File: config.mk
export PLATFORM = sky130hd
export DESIGN_NAME = rid_remap
export DESIGN_NICKNAME = d
export VERILOG_FILES = /design/src/rtl/rid_remap.sv
export SDC_FILE = /design/constraint.sdc
export NUM_CORES = 1
export LEC_CHECK = 0
export BUFFER_PORTS_ARGS = -buffer_cell sky130_fd_sc_hd__buf_4
export CORE_MARGIN = 2
export CORE_UTILIZATION = 40
export CTS_CLUSTER_SIZE = 25
export DETAILED_ROUTE_END_ITERATION = 8
export SLEW_MARGIN = 30
export SYNTH_ARGS = -nofsm -noshare
export SYNTH_HDL_FRONTEND = slang
export SYNTH_SLANG_ARGS = --single-unit
File: constraint.sdc
create_clock -name clk -period 12.1 [get_ports clk]
set_clock_uncertainty 0.1 [all_clocks]
set_input_delay 2.42 -clock clk [delete_from_list [all_inputs] [get_ports clk]]
set_output_delay 2.42 -clock clk [all_outputs]
set_load 0.02 [all_outputs]
File: src/rtl/rid_remap.sv
module rid_remap #(
  parameter int ID_W    = 16,
  parameter int ENTRIES = 8,
  parameter int IOMMU_W = 2
) (
  input  logic                       clk,
  input  logic                       rst_n,
  input  logic                       cfg_mask_we,
  input  logic [ID_W-1:0]            cfg_mask,
  input  logic                       cfg_ent_we,
  input  logic [$clog2(ENTRIES)-1:0] cfg_ent_idx,
  input  logic                       cfg_ent_vld,
  input  logic [ID_W-1:0]            cfg_ent_base,
  input  logic [ID_W:0]              cfg_ent_len,
  input  logic [ID_W-1:0]            cfg_ent_obase,
  input  logic [IOMMU_W-1:0]         cfg_ent_iommu,
  input  logic                       req_valid,
  output logic                       req_ready,
  input  logic [ID_W-1:0]            req_rid,
  output logic                       rsp_valid,
  input  logic                       rsp_ready,
  output logic                       rsp_miss,
  output logic [IOMMU_W-1:0]         rsp_iommu,
  output logic [ID_W-1:0]            rsp_sid
);
  localparam int ENT_W = $clog2(ENTRIES);
  localparam int LEN_W = ID_W + 1;
  localparam int SUM_W = ID_W + 2;

  logic [ID_W-1:0]    mask_q;
  logic [ENTRIES-1:0] vld_q;
  logic [ID_W-1:0]    base_q  [ENTRIES];
  logic [LEN_W-1:0]   len_q   [ENTRIES];
  logic [ID_W-1:0]    obase_q [ENTRIES];
  logic [IOMMU_W-1:0] iommu_q [ENTRIES];

  always_ff @(posedge clk) begin
    if (!rst_n) begin
      mask_q <= '1;
      vld_q  <= '0;
      for (int i = 0; i < ENTRIES; i++) begin
        base_q[i]  <= '0;
        len_q[i]   <= '0;
        obase_q[i] <= '0;
        iommu_q[i] <= '0;
      end
    end else begin
      if (cfg_mask_we) mask_q <= cfg_mask;
      if (cfg_ent_we) begin
        vld_q[cfg_ent_idx]   <= cfg_ent_vld;
        base_q[cfg_ent_idx]  <= cfg_ent_base;
        len_q[cfg_ent_idx]   <= cfg_ent_len;
        obase_q[cfg_ent_idx] <= cfg_ent_obase;
        iommu_q[cfg_ent_idx] <= cfg_ent_iommu;
      end
    end
  end

  wire [ID_W-1:0] masked = req_rid & mask_q;

  logic [ENTRIES-1:0] hit;
  for (genvar g = 0; g < ENTRIES; g++) begin : g_cmp
    assign hit[g] = vld_q[g] && (masked >= base_q[g]) &&
                    (SUM_W'(masked) < SUM_W'(base_q[g]) + SUM_W'(len_q[g]));
  end

  logic [ENT_W-1:0] sel;
  always_comb begin
    sel = '0;
    for (int i = ENTRIES - 1; i >= 0; i--)
      if (hit[i]) sel = ENT_W'(i);
  end

  wire            found   = |hit;
  wire [ID_W-1:0] sid_hit = masked - base_q[sel] + obase_q[sel];
  wire            accept  = req_valid && req_ready;

  assign req_ready = !rsp_valid || rsp_ready;

  always_ff @(posedge clk) begin
    if (!rst_n) begin
      rsp_valid <= 1'b0;
      rsp_miss  <= 1'b0;
      rsp_iommu <= '0;
      rsp_sid   <= '0;
    end else if (accept) begin
      rsp_valid <= 1'b1;
      rsp_miss  <= !found;
      rsp_iommu <= found ? iommu_q[sel] : '0;
      rsp_sid   <= found ? sid_hit : '0;
    end else if (rsp_ready) begin
      rsp_valid <= 1'b0;
    end
  end

  AST_ACCEPT_LATENCY: assert property (@(posedge clk) disable iff (!rst_n)
    req_valid && req_ready |=> rsp_valid);
  AST_STALL_BLOCKS: assert property (@(posedge clk) disable iff (!rst_n)
    rsp_valid && !rsp_ready |-> !req_ready);
  AST_STALL_HOLDS: assert property (@(posedge clk) disable iff (!rst_n)
    rsp_valid && !rsp_ready |=> rsp_valid && $stable(rsp_sid) && $stable(rsp_iommu) && $stable(rsp_miss));
  AST_MISS_ZERO: assert property (@(posedge clk) disable iff (!rst_n)
    rsp_valid && rsp_miss |-> rsp_sid == '0 && rsp_iommu == '0);
  AST_RESET_MISS: assert property (@(posedge clk) disable iff (!rst_n)
    $rose(rst_n) ##1 (req_valid && req_ready) |=> rsp_miss);
endmodule

# Word-level counts from Yosys, hierarchy flattened
# Memories as Yosys holds them, arrays and structs flattened.
# Cells that the tools add are included.
[word_totals]
inputBits = 93
wordCells = 97
ramBits = 408
reg_bits = 44
n_memories = 4
[memory_table]
columns = ["name", "depth", "width", "rd", "rd_clocked_by_memory_dff", "write_ports", "line_no", "rtl"]
rows = [
  ["len_q", 8, 17, 8, 0, 8, "33", "logic [LEN_W-1:0] len_q [ENTRIES];"],
  ["base_q", 8, 16, 9, 0, 8, "32", "logic [ID_W-1:0] base_q [ENTRIES];"],
  ["obase_q", 8, 16, 1, 0, 8, "34", "logic [ID_W-1:0] obase_q [ENTRIES];"],
  ["iommu_q", 8, 2, 1, 0, 8, "35", "logic [IOMMU_W-1:0] iommu_q [ENTRIES];"],
]
[op_classes]
magnitude_cmp = 18
n_reduce_logical = 27
addsub = 10
n_mux = 31
bitwise = 1
[ops]
columns = ["cell", "count"]
rows = [
  ["$add A16 B17 Y18", 8],
  ["$lt A16 B18 Y1", 8],
  ["$ge A16 B16 Y1", 8],
  ["$mux W16", 3],
  ["$mux W3", 12],
  ["$reduce_or A16 Y1", 2],
  ["$logic_and A1 B1 Y1", 18],
  ["$mux W17", 1],
  ["$reduce_or A17 Y1", 1],
  ["$add A16 B16 Y16", 1],
  ["$and A16 B16 Y16", 1],
  ["$sub A16 B16 Y16", 1],
  ["$mux W1", 11],
  ["$bwmux W8", 1],
  ["$reduce_or A8 Y1", 1],
  ["$lt A3 B4 Y1 const B", 1],
  ["$mux W2", 2],
  ["$demux W1 S3", 1],
  ["$ge A3 B1 Y1 const B", 1],
  ["$logic_not A1 Y1", 2],
  ["$reduce_bool A2 Y1", 1],
  ["$reduce_or A2 Y1", 1],
  ["$logic_or A1 B1 Y1", 1],
]

# Depth between registers and ports, before layout
# Gate-level depths: netlist of the first run.
# An unclocked memory read counts as a cell.
[logic_depth]
ltp_word = 16
ltp_mapped = 44

# Worst setup path before layout of the first run
# No wires, ideal clock.
[synth_timing]
path_kind = "input to register"
start = "input req_rid[7]"
end = "register rsp_sid[15]"
setup_ns = 0.079
cell_stages = 29
slack_ns = 3.250
arrival_ns = 8.671
n_path_buf = 2
cell_sequence = "and2_1 -> ha_1 -> a211oi_1 -> nor2_1 -> a2111oi_0 -> o22a_1 -> nor4_2 -> a211oi_2 -> nor4_2 -> nor4b_2 -> buf_4 -> buf_2 -> mux2_2 -> o211ai_1 -> o21ai_1 -> fa_1 -> ha_1 -> a21o_1 -> a21oi_1 -> o21ai_0 -> a21oi_1 -> o21a_1 -> o21ai_0 -> o41a_1 -> a41oi_1 -> mux2i_1 -> nand4_1 -> a211o_1 -> o211ai_1"
[synth_via]
elab_chain_cells = 16
word_cells_on_any_way = 47
cone_classes = "add/sub: 2; order compare: 16; mux: 9; bitwise: 1; reduce/logical: 17; memory: 2"
[synth_lines]
columns = ["element", "line_no", "rtl"]
rows = [
  ["start: declaration", "19", "input logic [ID_W-1:0] req_rid,"],
  ["$and A16 B16 Y16 *", "59", "wire [ID_W-1:0] masked = req_rid & mask_q;"],
  ["$ge A16 B16 Y1", "63", "assign hit[g] = vld_q[g] && (masked >= base_q[g]) &&"],
  ["$logic_and A1 B1 Y1 (2 in series)", "63", ""],
  ["$mux W3 (8 in series)", "71", "if (hit[i]) sel = ENT_W'(i);"],
  ["$mem_v2 Z8 W16", "n/a", ""],
  ["$sub A16 B16 Y16", "75", "wire [ID_W-1:0] sid_hit = masked - base_q[sel] + obase_q[sel];"],
  ["$add A16 B16 Y16", "75", ""],
  ["$mux W16 *", "90", "rsp_sid <= found ? sid_hit : '0;"],
  ["end signal: assignment", "90", ""],
  ["end: declaration", "24", "output logic [ID_W-1:0] rsp_sid"],
]
# Every way passes the cells marked *; elsewhere a longest branch is shown, timed or not.
# A chain may end at the register's enable or synchronous reset.

==> metrics.txt, run 1 <==
status=complete, no violations; CTS-repair resized insts=0; reg-to-reg setup timing slack=2.17 ns; Post-Syn Area=between 30000 and 40000 um^2; Async SR Flop Fraction=0; initial DRC count=about 2000; TritonCTS Buffers=54; number of setup violations in the final report=0; GRT Total Usage=0.2470; Tcrit/Tclk final=0.8203; Rows=between 100 and 150; Seq/Total Area, Yosys=0.4096; Final Critical Period=between 9 and 10 ns; top achievable clock speed=just over 0.1 GHz; largest net degree at the start of global routing=68; critical path fanouts, max=15; drt wl/cell=between 20 and 25 um; I/O pin count=~110; clk buf depth=3; drt first pass iters=5; number of vias per cell=between 5 and 6; DP HPWL=around 74000 um; max-cap viol count=0; die height=about 290 um; Sinks on Clock Net=452; # port buffers=around 110; Worst Path Required=12.55 ns; Critical-path top delay cell=xor2_1; vias=23727; H-tree levels=2; hold crit path type=reg -> reg; initial antenna violation count=5; Post-CTS Setup Bufs=0; Hold Fails Final Rpt=0; synth unique cells=82; RSZ-0062 raised after global routing=false; Synth Register Bits=around 450; clk slew on worst S/H paths=approximately 0.060 ns; Post-DRT Antenna Nets=0; Layout area overhead=12.67%; Initial Util=0.4051; number of global-route vias before repair=roughly 23000; total power draw=between 4 and 5 mW; main flop type after synthesis=edfxtp_1; Worst IR Drop VDD=between 100 and 150 uV; cell repeated most along the worst path=a21oi_1; Die ar.=about 82000 um^2; Synth Area per Inst=10.40 um^2; Slew headroom=0.3321; Mapped Cells=around 3100; Leak=~15 nW; Pwr Density=roughly 140 nW/um^2; CP Class=reg -> reg; worst skew pair latency=0.65 ns; Core Box Area=79130 um^2; Post-synth EDFFs=between 400 and 500; GPL Wtd Cong=approximately 0.96; fraction of layout cells with a size suffix above 1=0.09899; Max Slew Vio Count=0; Layout fillers=~7500; endpoint class of the critical path=register; critical path arrival=between 10 and 15 ns; Slew @ Worst Pin=around 1 ns; cts hold-fix bufs=0; Setup TNS=0 ns; Routed Wire Length=roughly 100000 um; clk root buf=clkbuf_16; Yosys warning total=0; Post-Syn Nets=3591; GRT Residual Overflow=0; global-route wire length before repair=approximately 150000 um; largest stage delay on the critical path=about 0.53 ns; fin nets=3718; CP Launch Type=register; die width=between 200 and 300 um; drc violations=0; TritonCTS clock tree=done
==> area by class of cell <==
class	count	area, um^2	share of cell area
clock buffer	76	1464	0.04053
multi-input combinational	2336	17840	0.4939
timing repair buffer	162	1254	0.03471
tap	1050	1314	0.03637
sequential	452	13130	0.3636
antenna	1	2.502	0.00006928
inverter	204	765.7	0.02120
clock inverter	23	349.1	0.009664
==> logic make-up after synthesis <==
| kind of cell | share of synthesized area |
|---|---|
| xor+xnor | 0.03251 |
| fa+ha+maj | 0.1674 |
| compound gates | 0.1525 |
| mux | 0.03903 |
| simple gates | 0.1596 |
| flops | 0.4096 |
| buf+inv | 0.03930 |
==> routing by layer <==
metal | track usage | vias up | wire, um
met5 | 0 | - | 30
met4 | 0.08581 | 4 | 3901
met3 | 0.03825 | 180 | 6244
met2 | 0.4069 | 723 | 47260
met1 | 0.3298 | 11283 | 44660
li1 | - | 11537 | -
==> report_power, final <==
part / total [mW] / leakage, nW / internal (mW) / switching [mW]
clock: 1.71 / 0.880 / 0.997 / 0.711
sequential: 1.87 / 4.30 / 1.81 / 0.0610
combinational: 1.42 / 9.90 / 0.553 / 0.867
==> cell usage in the layout, fill, tap and decap left out, types with 11 or more instances in the layout <==
cell and n:
o21a_1 22, o211ai_1 39, fa_1 23, clkbuf_1 19
edfxtp_1 408, xor2_1 70, o21ai_1 33, xnor2_1 49
and2_1 432, nor2_1 119, o21ai_0 129, and3_1 17
mux2i_1 89, nand2b_1 26, nand4_1 31, o21bai_1 21
nand3_1 37, a211o_1 14, nor2b_1 33, a31oi_1 17
a211oi_1 52, mux2_2 31, a22oi_1 14, nor3_1 30
inv_1 203, or2_2 11, buf_4 159, dfxtp_1 44
clkbuf_16 54, a21oi_1 208, or3_1 12, nand2_1 143
ha_1 392, a21o_1 96
==> cells in the mapped netlist (31+ instances only) <==
cell / instances / area share
mux2_2: 31 / 0.011
xor2_1: 70 / 0.019
nand2_1: 144 / 0.017
o21ai_1: 33 / 0.0052
o211ai_1: 39 / 0.0091
and2_1: 432 / 0.084
nand4_1: 31 / 0.0060
nor3_1: 32 / 0.0050
nor2_1: 125 / 0.015
a211oi_1: 52 / 0.012
nand3_1: 37 / 0.0058
edfxtp_1: 408 / 0.38
a21o_1: 96 / 0.022
ha_1: 392 / 0.15
dfxtp_1: 44 / 0.027
nor2b_1: 33 / 0.0064
inv_1: 204 / 0.024
mux2i_1: 89 / 0.028
xnor2_1: 49 / 0.013
clkbuf_1: 56 / 0.0066
o21ai_0: 135 / 0.021
a21oi_1: 208 / 0.032
==> critical path, delay by kind of cell (launching register included) <==
family          cells  cell delay, ns
compound gates     22            4.85
xor+xnor            1            0.53
fa+ha+maj           5            1.51
buf+inv             4            0.72
flops               1            0.48
mux                 1            0.36
simple gates        6            1.26
==> final timing paths <==
path / start / to / cells past startpoint
setup / recovery: base_q[3][1] / rsp_sid[14] / 39
hold / removal: mask_q[7] / mask_q[7] / 2
setup reg to reg: base_q[3][1] / rsp_sid[14] / 39
hold reg to reg: mask_q[7] / mask_q[7] / 2
==> state kept, by name, summed over array words and instances, names as in the netlist, 2 cells and up <==
register / flops
mask_q: 16
rsp_sid: 16
vld_q: 8
obase_q: 128
len_q: 136
rsp_iommu: 2
base_q: 128
iommu_q: 16
==> stage by stage <==
step | util | std cells | setup slack (ns) | hold slack, ns | cell area [um^2]
5_1_grt | 0.4565 | 4303 | 1.429 | 0.3899 | 36120
2_1_floorplan | - | 3083 | 3.250 | 0.3327 | 32060
3_3_place_gp | 0.4334 | 4203 | 1.530 | 0.3445 | 34300
3_5_place_dp | 0.4335 | 4204 | 1.650 | 0.3490 | 34310
4_1_cts | 0.4565 | 4303 | 2.266 | 0.3636 | 36120
6_report | 0.4565 | 4304 | 2.175 | 0.3608 | 36120
(Power assumes the default switching activity.)
==> run 2, diff against run 1 <==
Clock period 12.1 ns to 10.29 ns, I/O delays scaled along.
==> run 2 against run 1 <==
Final cell count up 0.21%. Via count down 0.14%. Sequential power up 17%. Non-clock buffer count grew 9. Largest power group unchanged.
==> metrics.txt, run 2 (synthesized netlist as in run 1, its figures left out) <==
H-tree levels=2; # port buffers=113; leading cell types in the layout, fill and taps excluded=and2_1, edfxtp_1, ha_1, a21oi_1, inv_1; Pwr Density=roughly 160 nW/um^2; Int Power=3.932 mW; top achievable clock speed=between 0.1 and 0.15 GHz; Initial Util=0.4051; GRT Residual Overflow=0; Final Non-Filler Cells=approximately 4300; drc violations=0; clk buf depth=3; largest stage delay on the critical path=between 0.5 and 0.6 ns; GR peak layer=met2; Rows=about 100; drt wl/cell=23.02 um; RSZ-0062 raised after global routing=false; die width=roughly 290 um; fraction of layout cells with a size suffix above 1=0.1030; Sw Share=0.3280; part of the power in the clock network=0.340; top flop regs=len_q (136), base_q (128), obase_q (128); Worst Path Required=approximately 11 ns; initial DRC count=a little under 2000; post-placement cell count=4213; Post-DRT Antenna Nets=0; number of global-route vias before repair=22737; net load switching power=between 1.5 and 2 mW; register area=13130 um^2; vias=about 24000; CP Launch Type=register; TritonCTS clock tree=done; dpl cell area=34390 um^2; Final Critical Period=9.605 ns; Core Box Area=79130 um^2; n_diodes=0; Leak=~15 nW; largest net degree at the start of global routing=between 60 and 70; met1 Use GR=0.3294; initial antenna violation count=3; clk root buf=clkbuf_16; max reg flops=around 140; clk slew on worst S/H paths=0.07 ns; number of setup violations in the final report=0; Hold Fails Final Rpt=0; Die ar.=approximately 80000 um^2; Critical-path top delay cell=nor4b_4; Max Slew Vio Count=0; max-cap viol count=0; critical path arrival=around 10 ns; cts hold-fix bufs=0; TritonCTS Buffers=53; number of vias per cell=between 5 and 6; Layout area overhead=12.93%; Slew @ Worst Pin=around 1.0 ns; worst skew pair latency=about 0.64 ns; drt first pass iters=6; Finished Cell Area=36200 um^2; status=complete, no violations; Gate power share=0.285; met2 Use GR=0.3819; CTS-repair resized insts=0; GPL Wtd Cong=a little over 0.9; Reg with most FFs=len_q; area occupied by multi-input gates=roughly 18000 um^2; Routed Wire Length=roughly 100000 um; commonest non-fill, non-tap cell in the layout=and2_1; DP HPWL=72850 um; fin nets=3726; Post-CTS Setup Bufs=0; Slew headroom=0.3108; Setup TNS=0 ns; Tcrit/Tclk final=0.9334; global-route wire length before repair=between 100000 and 150000 um; critical path fanouts, max=33; I/O pin count=~110; Worst IR Drop VDD=about 130 uV; part of the power in registers=0.375; Sinks on Clock Net=about 450; die height=287.1 um; cell repeated most along the worst path=o21ai_0; Layout fillers=about 7500; M3 GR Usage=0.03746; hold crit path type=reg -> reg; CP Class=reg -> reg; endpoint class of the critical path=register; GRT Total Usage=0.2390
-- run 2: worst paths after layout --
path	startpoint	end	slack, ns	cells past startpoint
max	base_q[0][2]	rsp_sid[15]	0.69	38
min	mask_q[8]	mask_q[8]	0.36	2
max reg2reg	base_q[0][2]	rsp_sid[15]	0.69	38
min reg2reg	mask_q[8]	mask_q[8]	0.36	2
-- run 2: worst max-delay path, delay by kind of cell (launching register included) --
| family | cells | cell delay, ns |
|---|---|---|
| AO/OA/AOI/OAI | 23 | 4.88 |
| XOR/XNOR | 1 | 0.16 |
| adder cells (fa/ha/maj) | 4 | 1.50 |
| buffers and inverters | 1 | 0.28 |
| flip-flops | 1 | 0.50 |
| multiplexers | 2 | 0.63 |
| AND/OR/NAND/NOR | 7 | 1.44 |
-- run 2: layer usage --
layer,share of wire,up-vias,wire (um)
li1,-,11532,-
met1,0.45,11219,44900
met2,0.45,772,44800
met3,0.061,162,6020
met4,0.034,8,3404
met5,0.0017,-,172
-- run 2: per-stage QoR --
stage | power [mW] | setup WS, ns | utilization | hold WS, ns
final | 5.852 | 0.6850 | 0.4575 | 0.3629
after global routing | 6.144 | 0.02000 | 0.4575 | 0.3847
after CTS | 5.861 | 0.8160 | 0.4574 | 0.3646
after detailed placement | 3.864 | 0.5961 | 0.4346 | 0.3491
after global placement | 3.854 | 0.7429 | 0.4346 | 0.3448
after floorplan | 3.329 | 1.802 | - | 0.3327
-- run 2: cell type report --
| type | instances | area share |
|---|---|---|
| multi-input cells | 2336 | 0.4929 |
| flip-flops and latches | 452 | 0.3627 |
| clock buffers | 64 | 0.03888 |
| repair buffers | 171 | 0.03684 |
| well taps | 1050 | 0.03629 |
| inverters | 204 | 0.02115 |
| clock inverters | 36 | 0.01116 |
-- run 2: power by group through the flow --
stage	Sequential [mW]	Combinational (mW)	Clock [mW]
2_1_floorplan	2.21	1.12	0
3_3_place_gp	2.23	1.62	0
3_5_place_dp	2.23	1.63	0
4_1_cts	2.19	1.65	2.02
5_1_grt	2.20	1.85	2.09
6_report	2.19	1.67	1.99
==> run 3, diff against run 2 <==
Clock period 10.29 ns to 9.2 ns, I/O delays scaled along.
==> run 3 against run 2 <==
Die area unchanged. Global-route usage is 0.59 points higher. Hold slack worse by 0.00081 ns. Setup slack lost 0.18 ns. Combinational power up 20%. Sequential power is 12% higher. Via count rose by 1.3%. Register-to-register slack worse by 0.18 ns. Highest routed layer unchanged. Cell area grew 1.9%. Final cell count rose by 1.6%. Sequential share of layout area decreased by 0.68 points. Largest cell class unchanged. Largest power group unchanged.
==> metrics.txt, run 3 (synthesized netlist as in run 1, its figures left out) <==
status=complete, no violations; largest stage delay on the critical path=roughly 0.5 ns; post-placement cell count=~4300; drt first pass iters=5; RSZ-0062 raised after global routing=false; H-tree levels=2; drc violations=0; I/O pin count=between 100 and 150; drt wl/cell=~23 um; DP HPWL=~75000 um; vias=23998; Initial Util=0.4051; Hold Fails Final Rpt=0; number of setup violations in the final report=0; commonest non-fill, non-tap cell in the layout=and2_1; initial antenna violation count=5; Leak=between 15 and 20 nW; final setup margin=a little over 0.5 ns; Slew @ Worst Pin=slightly below 1 ns; Worst IR Drop VDD=between 150 and 200 uV; FF-to-FF path depth=36; number of global-route vias before repair=about 23000; clk root buf=clkbuf_16; number of vias per cell=between 5 and 6; # port buffers=between 100 and 150; worst reg2reg path startpoint=base_q[4][0]; reg-to-reg setup timing slack=about 0.50 ns; worst skew pair latency=about 0.64 ns; Worst Hold Endpoint=mask_q[10]; Die ar.=about 82000 um^2; n_diodes=0; fraction of layout cells with a size suffix above 1=0.1246; GRT Residual Overflow=0; TritonCTS clock tree=done; GPL Wtd Cong=about 0.95; Worst Path Required=slightly below 10 ns; fin nets=between 3000 and 4000; top flop regs=len_q (136), base_q (128), obase_q (128); GRT Total Usage=0.2450; Max Slew Vio Count=0; critical path fanouts, max=25; critical path arrival=9.14 ns; Critical-path top delay cell=edfxtp_1; cell repeated most along the worst path=buf_4; cts hold-fix bufs=0; largest net degree at the start of global routing=53; reg2reg end=rsp_sid[15]; Finished Cell Area=approximately 37000 um^2; Layout area overhead=15.10%; pre-CTS WS=around 0.054 ns; leading cell types in the layout, fill and taps excluded=and2_1, edfxtp_1, ha_1, buf_4, a21oi_1; Tcrit/Tclk final=0.9452; Post-DRT Antenna Nets=0; Rows=between 100 and 150; Slew headroom=0.3527; hold depth=2; Core Box Area=approximately 79000 um^2; hold crit path type=reg -> reg; hold slack=about 0.36 ns; max reg flops=136; dpl cell area=about 35000 um^2; Pwr Density=between 150 and 200 nW/um^2; CP Class=reg -> reg; Reg with most FFs=len_q; die width=287.1 um; Setup TNS=0 ns; clk buf depth=3; Final Non-Filler Cells=between 4000 and 5000; CP Launch Type=register; initial DRC count=2000; Routed Wire Length=slightly above 100000 um; hold wc startpoint=mask_q[10]; TritonCTS Buffers=53; endpoint class of the critical path=register; clk slew on worst S/H paths=approximately 0.06 ns; Final Critical Period=between 8 and 9 ns; max-cap viol count=0; Sinks on Clock Net=452; top achievable clock speed=approximately 0.12 GHz; die height=between 200 and 300 um; global-route wire length before repair=around 150000 um
[run 3: cell count changes in the layout (fill, tap and decap cells not counted), moves of 4 or more]
cell      previous run  this run
clkinv_2            10         6
buf_4              167       228
clkbuf_1             7        13
buf_12               4        11
clkinv_1            12         7
[run 3: area by class of cell]
type                            count  area [um^2]
Fill cell                        7420        42230
Multi-Input combinational cell   2336        17930
Sequential cell                   452        13130
Timing Repair Buffer              240         1943
Clock buffer                       74         1508
Tap cell                         1050         1314
Inverter                          204        765.7
Clock inverter                     25        304.0
[run 3: how the worst max path moves through the flow]
stage / from / to / slack, ns
2_1_floorplan: req_rid[7] / rsp_sid[15] / 0.93
3_3_place_gp: base_q[4][7] / rsp_sid[14] / 0.12
3_5_place_dp: base_q[4][6] / rsp_sid[14] / 0.05
4_1_cts: base_q[4][7] / rsp_sid[14] / 0.08
5_1_grt: base_q[6][1] / rsp_sid[15] / 0.002
6_report: base_q[4][0] / rsp_sid[15] / 0.50
[run 3: through the flow]
stage	utilization	power, mW
finish	0.4663	6.700
global route	0.4663	7.028
CTS	0.4647	6.695
detailed placement	0.4418	4.441
global placement	0.4418	4.434
floorplan	-	3.724
[run 3: what timing repair did]
item	CTS	global route
resized for setup	1	22
pin swaps	0	8
setup buffers	0	4
gates cloned	0	0
endpoints found under the setup margin	1	9
hold endpoints to repair	0	0
[run 3: report_power, final]
group	internal, mW	total (mW)	switching (mW)	leakage [nW]
sequential	2.37	2.45	0.0781	4.30
clock	1.34	2.25	0.913	0.879
combinational	0.825	2.00	1.18	10.3
[run 3: critical path: cells and delay by family (launching register included)]
kind,cells,cell delay [ns]
multiplexers,3,0.95
buffers and inverters,6,1.13
adder cells (fa/ha/maj),5,1.57
flip-flops,1,0.50
AND/OR/NAND/NOR,8,1.12
XOR/XNOR,1,0.19
AO/OA/AOI/OAI,13,3.02
[run 3: layer usage]
layer  vias up  track usage  routed length, um  share of wire
met1     11506       0.3382              45870           0.45
met4         4      0.06667               2795          0.028
met5         -            0                 34        0.00034
met3       145      0.03397               5786          0.057
met2       670       0.4019              46990           0.46
li1      11673            -                  -              -
